[src/rtl/hp_pkg.sv]
package hp_pkg;

    localparam int HP_SLOTS  = 32;
    localparam int HP_SLOT_W = $clog2(HP_SLOTS);
    localparam int HP_DATA_W = 32;
    localparam int HP_ADDR_W = 4;

    localparam logic [HP_ADDR_W-1:0] OFF_UP    = 4'h0;
    localparam logic [HP_ADDR_W-1:0] OFF_DOWN  = 4'h4;
    localparam logic [HP_ADDR_W-1:0] OFF_EJECT = 4'h8;

    typedef logic [HP_SLOT_W-1:0] slot_t;
    typedef logic [HP_SLOTS-1:0]  slot_map_t;

    typedef struct packed {
        logic  valid;
        logic  is_add;
        slot_t slot;
    } hp_event_t;

    typedef struct packed {
        logic wr_up;
        logic wr_down;
        logic wr_eject;
    } csr_wr_t;

    function automatic slot_map_t slot_bit(input slot_t s);
        slot_map_t m;
        m = '0;
        m[s] = 1'b1;
        return m;
    endfunction

endpackage

[src/rtl/hp_event_arb.sv]
module hp_event_arb
    import hp_pkg::*;
(
    input  logic      clk,
    input  logic      rst,
    input  logic      add_valid,
    input  slot_t     add_slot,
    input  logic      rem_valid,
    input  slot_t     rem_slot,
    output hp_event_t ev
);

    logic  defer_q;
    slot_t defer_slot_q;

    always_comb begin
        ev = '0;
        if (defer_q) begin
            ev.valid  = 1'b1;
            ev.is_add = 1'b0;
            ev.slot   = defer_slot_q;
        end else if (add_valid) begin
            ev.valid  = 1'b1;
            ev.is_add = 1'b1;
            ev.slot   = add_slot;
        end else if (rem_valid) begin
            ev.valid  = 1'b1;
            ev.is_add = 1'b0;
            ev.slot   = rem_slot;
        end
    end

    always_ff @(posedge clk) begin
        if (rst) begin
            defer_q      <= 1'b0;
            defer_slot_q <= '0;
        end else if (defer_q) begin
            defer_q <= 1'b0;
        end else if (add_valid && rem_valid) begin
            defer_q      <= 1'b1;
            defer_slot_q <= rem_slot;
        end
    end

    // a simultaneous pair yields the removal in the following cycle
    a_r10_deferred_removal: assert property (@(posedge clk) disable iff (rst)
        (add_valid && rem_valid && !defer_q) |=>
            (ev.valid && !ev.is_add && ev.slot == $past(rem_slot)));

endmodule

[src/rtl/hp_slot_bitmaps.sv]
module hp_slot_bitmaps
    import hp_pkg::*;
#(
    parameter int DATA_W = HP_DATA_W
) (
    input  logic              clk,
    input  logic              rst,
    input  hp_event_t         ev,
    input  csr_wr_t           wr,
    input  logic [DATA_W-1:0] wdata,
    output slot_map_t         up_map,
    output slot_map_t         down_map
);

    slot_map_t up_q, down_q;
    slot_map_t ev_mask;

    assign ev_mask = slot_bit(ev.slot);

    always_ff @(posedge clk) begin
        if (rst) begin
            up_q   <= '0;
            down_q <= '0;
        end else if (ev.valid) begin
            up_q   <= ev.is_add ? ev_mask : '0;
            down_q <= ev.is_add ? '0 : ev_mask;
        end else begin
            if (wr.wr_up)   up_q   <= wdata[HP_SLOTS-1:0];
            if (wr.wr_down) down_q <= wdata[HP_SLOTS-1:0];
        end
    end

    assign up_map   = up_q;
    assign down_map = down_q;

    // after any event exactly one bit is left across both words
    a_r3_single_bit: assert property (@(posedge clk) disable iff (rst)
        ev.valid |=> ($countones(up_q | down_q) == 1));

    // an insertion overrides a concurrent write to the insertion word
    a_r11_event_wins: assert property (@(posedge clk) disable iff (rst)
        (ev.valid && ev.is_add) |=> up_q[$past(ev.slot)]);

endmodule

[src/rtl/hp_eject_dec.sv]
module hp_eject_dec
    import hp_pkg::*;
#(
    parameter int DATA_W = HP_DATA_W
) (
    input  logic              clk,
    input  logic              rst,
    input  logic              wr_eject,
    input  logic [DATA_W-1:0] wdata,
    output slot_map_t         eject
);

    logic [HP_SLOTS:0] below;
    slot_map_t         first_hit;
    slot_map_t         eject_q;

    assign below[0] = 1'b0;

    generate
        for (genvar i = 0; i < HP_SLOTS; i++) begin : g_chain
            assign first_hit[i] = wdata[i] & ~below[i];
            assign below[i+1]   = below[i] | wdata[i];
        end
    endgenerate

    always_ff @(posedge clk) begin
        if (rst) eject_q <= '0;
        else     eject_q <= wr_eject ? first_hit : '0;
    end

    assign eject = eject_q;

    // never more than one slot ejected at a time
    a_r7_onehot: assert property (@(posedge clk) disable iff (rst)
        $onehot0(eject_q));

    // a pulse only follows an eject write carrying a nonzero value
    a_r8_needs_nonzero: assert property (@(posedge clk) disable iff (rst)
        (eject_q != '0) |-> $past(wr_eject && (wdata[HP_SLOTS-1:0] != '0)));

endmodule

[src/rtl/hp_slot_notify.sv]
module hp_slot_notify
    import hp_pkg::*;
#(
    parameter int DATA_W = HP_DATA_W,
    parameter int ADDR_W = HP_ADDR_W
) (
    input  logic              clk,
    input  logic              rst,
    input  logic              add_valid,
    input  logic [4:0]        add_slot,
    input  logic              rem_valid,
    input  logic [4:0]        rem_slot,
    input  logic              gpe1_enable,
    output logic              gpe1_set,
    output logic              sci_pulse,
    input  logic              csr_we,
    input  logic [ADDR_W-1:0] csr_addr,
    input  logic [DATA_W-1:0] csr_wdata,
    output logic [DATA_W-1:0] csr_rdata,
    output logic [31:0]       eject_pulse
);

    hp_event_t ev;
    csr_wr_t   wr;
    slot_map_t up_map, down_map;
    logic      gpe_q, sci_q;

    assign wr.wr_up    = csr_we && (csr_addr == OFF_UP);
    assign wr.wr_down  = csr_we && (csr_addr == OFF_DOWN);
    assign wr.wr_eject = csr_we && (csr_addr == OFF_EJECT);

    hp_event_arb u_arb (
        .clk       (clk),
        .rst       (rst),
        .add_valid (add_valid),
        .add_slot  (add_slot),
        .rem_valid (rem_valid),
        .rem_slot  (rem_slot),
        .ev        (ev)
    );

    hp_slot_bitmaps #(.DATA_W(DATA_W)) u_maps (
        .clk      (clk),
        .rst      (rst),
        .ev       (ev),
        .wr       (wr),
        .wdata    (csr_wdata),
        .up_map   (up_map),
        .down_map (down_map)
    );

    hp_eject_dec #(.DATA_W(DATA_W)) u_eject (
        .clk      (clk),
        .rst      (rst),
        .wr_eject (wr.wr_eject),
        .wdata    (csr_wdata),
        .eject    (eject_pulse)
    );

    always_ff @(posedge clk) begin
        if (rst) begin
            gpe_q <= 1'b0;
            sci_q <= 1'b0;
        end else begin
            gpe_q <= ev.valid;
            sci_q <= ev.valid && gpe1_enable;
        end
    end

    assign gpe1_set  = gpe_q;
    assign sci_pulse = sci_q;

    always_comb begin
        csr_rdata = '0;
        unique case (csr_addr)
            OFF_UP:   csr_rdata[HP_SLOTS-1:0] = up_map;
            OFF_DOWN: csr_rdata[HP_SLOTS-1:0] = down_map;
            default:  csr_rdata = '0;
        endcase
    end

    // the interrupt never fires without the status-set strobe
    a_r6_sci_with_set: assert property (@(posedge clk) disable iff (rst)
        sci_pulse |-> gpe1_set);

    // a disabled event gives no interrupt
    a_r6_gate_low: assert property (@(posedge clk) disable iff (rst)
        !$past(gpe1_enable) |-> !sci_pulse);

endmodule

[config.mk]
export PLATFORM = sky130hd
export DESIGN_NAME = hp_slot_notify
export DESIGN_NICKNAME = d
export VERILOG_FILES = /design/src/rtl/hp_pkg.sv /design/src/rtl/hp_event_arb.sv /design/src/rtl/hp_slot_bitmaps.sv /design/src/rtl/hp_eject_dec.sv /design/src/rtl/hp_slot_notify.sv
export SDC_FILE = /design/constraint.sdc
export NUM_CORES = 1
export LEC_CHECK = 0
export BUFFER_PORTS_ARGS = -buffer_cell sky130_fd_sc_hd__buf_2
export CAP_MARGIN = 20
export CORE_ASPECT_RATIO = 0.6
export CORE_MARGIN = 4
export CORE_UTILIZATION = 31
export CTS_CLUSTER_SIZE = 25
export DETAILED_ROUTE_END_ITERATION = 16
export PLACE_DENSITY = 0.56
export SLEW_MARGIN = 20
export SYNTH_ARGS = -nofsm -noshare
export SYNTH_HDL_FRONTEND = slang
export SYNTH_SLANG_ARGS = --single-unit
export TNS_END_PERCENT = 50
[constraint.sdc]
create_clock -name clk -period 4.5 [get_ports clk]
set_input_delay 0.45 -clock clk [delete_from_list [all_inputs] [get_ports clk]]
set_output_delay 0.45 -clock clk [all_outputs]
set_load 0.005 [all_outputs]
==> results_dict.tcl <==
set metrics [dict create \
    dieArea_sq_um 17700 \
    relSlewSlack_pct 26.4 \
    post-dp-hpwl_um 12400 \
    numCtsBuffers 9 \
    setup_tns_ps 0 \
    ir_drop_uv 132 \
    cp.arrival_ps 2370 \
    grt_pass1_wl_um 26600 \
    fin_ws_ps 1680 \
    crit_path_end_kind "output pin" \
    status "complete, no violations" \
    syn-cell-area_sq_um 4840 \
    via_per_inst 5.71 \
    hp-class "input port to register" \
    cts_tree "built" \
    syn_inst 528 \
    htree_levels 3 \
    path_cells "buf_2, nor4_2, buf_4, a22o_1, buf_2" \
    wl_per_cell_um 20.9 \
    dp_cells 810 \
    max_freq_mhz 355 \
    routed_wl_um 17300 \
    die-width_um 169 \
    cts.path.max_buffers 2 \
    period_needed_ps 2820 \
    num_antenna_cells 0 \
    worstSetupStartpointType "input port" \
    finalHoldViolations 0 \
    post_cts_buffers 0 \
    cts-resized-gates 0 \
    maxCapViolations 0 \
    grt_max_degree 50 \
    syn_nets 580 \
    ys_types 55 \
    path_buf_inv 3 \
    gp_congestion 0.879 \
    core_area_sq_um 15300 \
    cp.required_ps 4050 \
    rsz0062_at_grt "false" \
    async_flop_share_pct 0 \
    report.final.setup_viol 0 \
    cts_root_buf "clkbuf_16" \
    synth_edf_count 0 \
    route.detailed.drc 0 \
    place_worst_setup_slack_ps 1710 \
    first_pass_iters 5 \
    final_cells 826 \
    cp_common_cell "buf_2" \
    track_usage_pct 19.2 \
    finalClockSkew_ps 9.42 \
    yosys_register_bits 104 \
    first_global_vias 4521 \
    holdBufCountCts 0 \
    layout-drive-gt1-share_pct 25.0 \
    clock-sinks 104 \
    final_antenna_net_count 0 \
    synthFlopType "dfxtp_1" \
    worstMarginPinSlew_ps 1090 \
    pwr_density_cell_nw_per_um2 336 \
    critPathMaxStageDelay_ps 950 \
    io_pins 118 \
    placementRows 35 \
    vias 4715 \
    fin_util_pct 38.1 \
    layout.nets 670 \
    cp_max_fo 23 \
    p_leak_nw 2.54 \
    antenna_found_initial 0 \
    portBuffers 117 \
    syn_avg_cell_area_sq_um 9.17 \
    finalMaxSlewViolations 0 \
    clk_latency_ps 350 \
    grt_remaining_overflow 0 \
    crit_path_top_delay_cell "nor4_2" \
    fin_crit_sh_pct 62.7 \
    critPathKind "input port to output pin" \
    ys_seq_area_share_pct 43.0 \
    yosysWarnings 0 \
    cp_top_family "simple AND/OR/NAND/NOR gates" \
    clk_pin_slew_ps 80 \
    die_y_um 105 \
    syn2layout_area_growth_pct 20.6 \
    drt_iter0_markers 345 \
    start_util_pct 31.6 \
]
per-layer routing:
metal | vias up | wire length, um | global-route usage [%]
li1 | 2193 | - | -
met5 | - | 0 | 0
met3 | 16 | 1860 | 6.47
met1 | 2266 | 8450 | 29.3
met4 | 0 | 148 | 4.71
met2 | 240 | 6830 | 25.6
power by group:
group / internal [mW] / leakage, nW / total (mW) / switching, mW
Sequential: 0.940 / 0.843 / 0.954 / 0.0139
Combinational: 0.0715 / 1.55 / 0.227 / 0.156
Clock: 0.410 / 0.140 / 0.784 / 0.374
worst reg2reg max path, delay by kind of cell (launching register included):
family	cells	cell delay, ps
flops	1	820
compound gates	4	1610
worst paths after layout:
check / from / to / slack [ps] / cells past startpoint
min reg2reg: u_arb.defer_slot_q[2] / u_arb.defer_slot_q[2] / 500 / 2
min: gpe1_enable / sci_pulse / 290 / 2
max: csr_addr[3] / csr_rdata[23] / 1680 / 5
max reg2reg: u_arb.defer_q / u_maps.down_map[30] / 1950 / 4
synthesized netlist by cell type (all sizes together), types with 3 or more instances:
master	instances	area, sq um
dfxtp	104	2080
nor2	47	176
nand3	41	205
a211oi	36	270
a22o	35	307
o21ai	34	174
mux2i	32	320
clkbuf	31	116
o22ai	28	175
buf	16	105
nor3	16	96.4
a21oi	11	62.6
inv	9	33.8
and3	8	50.1
and2	7	43.8
nand3b	7	52.6
nor4	7	58.8
and4	6	52.6
or3	6	42.5
and3b	4	35.0
nand2	4	15.0
nor4b	4	50.1
o31ai	4	35.0
a2111oi	3	28.8
a22oi	3	22.5
and4b	3	30.0
nor3b	3	22.5
cell usage in the layout, fill, tap and decap left out, types with 2 or more instances in the layout:
master        n
nor4b_1       3
nor3_1       14
o22ai_1      28
mux2i_1      32
dfxtp_1     104
a22oi_1       3
a211oi_1     36
clkbuf_8      2
nand3_1      41
nor4_1        4
nor4_2        2
a21oi_1       9
nor3b_1       3
and2_1        7
o31ai_1       3
and3_1        8
clkinvlp_4    2
and4_1        6
o21ai_0      24
a2111oi_1     2
and3b_1       4
nand4bb_1     2
buf_4         8
o41a_1        2
nor2_1       47
a22o_1       35
and4b_1       3
a21oi_2       2
clkbuf_16     9
nand3b_1      7
buf_2       117
o21ai_1       9
inv_1         9
nand2b_1      2
or3_1         5
nand2_1       4
cell families after synthesis:
| group | count (synthesis) | synth area share (%) |
|---|---|---|
| AO/OA/AOI/OAI | 160 | 23.3 |
| buffers and inverters | 56 | 5.27 |
| flip-flops | 104 | 43.0 |
| multiplexers | 32 | 6.62 |
| AND/OR/NAND/NOR | 176 | 21.8 |
state kept, by name (all words and copies together), names as in the netlist:
name                count
u_eject.eject          32
u_maps.down_map        32
u_maps.up_map          32
u_arb.defer_slot_q      5
gpe1_set                1
sci_pulse               1
u_arb.defer_q           1
through the flow:
step | instance area [sq um] | total power [mW] | hold WS [ps]
after global placement | 5530 | 1.19 | 479
after detailed placement | 5550 | 1.20 | 482
after CTS | 5840 | 1.97 | 288
after floorplan | 4840 | 1.10 | 458
after global routing | 5840 | 2.03 | 303
final | 5840 | 1.96 | 295
cell type report:
| cell class | instances | area (sq um) |
|---|---|---|
| tap | 203 | 254 |
| clock inverter | 5 | 40.0 |
| fill | 1578 | 9490 |
| sequential | 104 | 2080 |
| timing repair buffer | 126 | 661 |
| inverter | 9 | 33.8 |
| clock buffer | 11 | 253 |
| multi-input combinational | 368 | 2520 |
No activity file was read; power rests on OpenSTA's default activity.
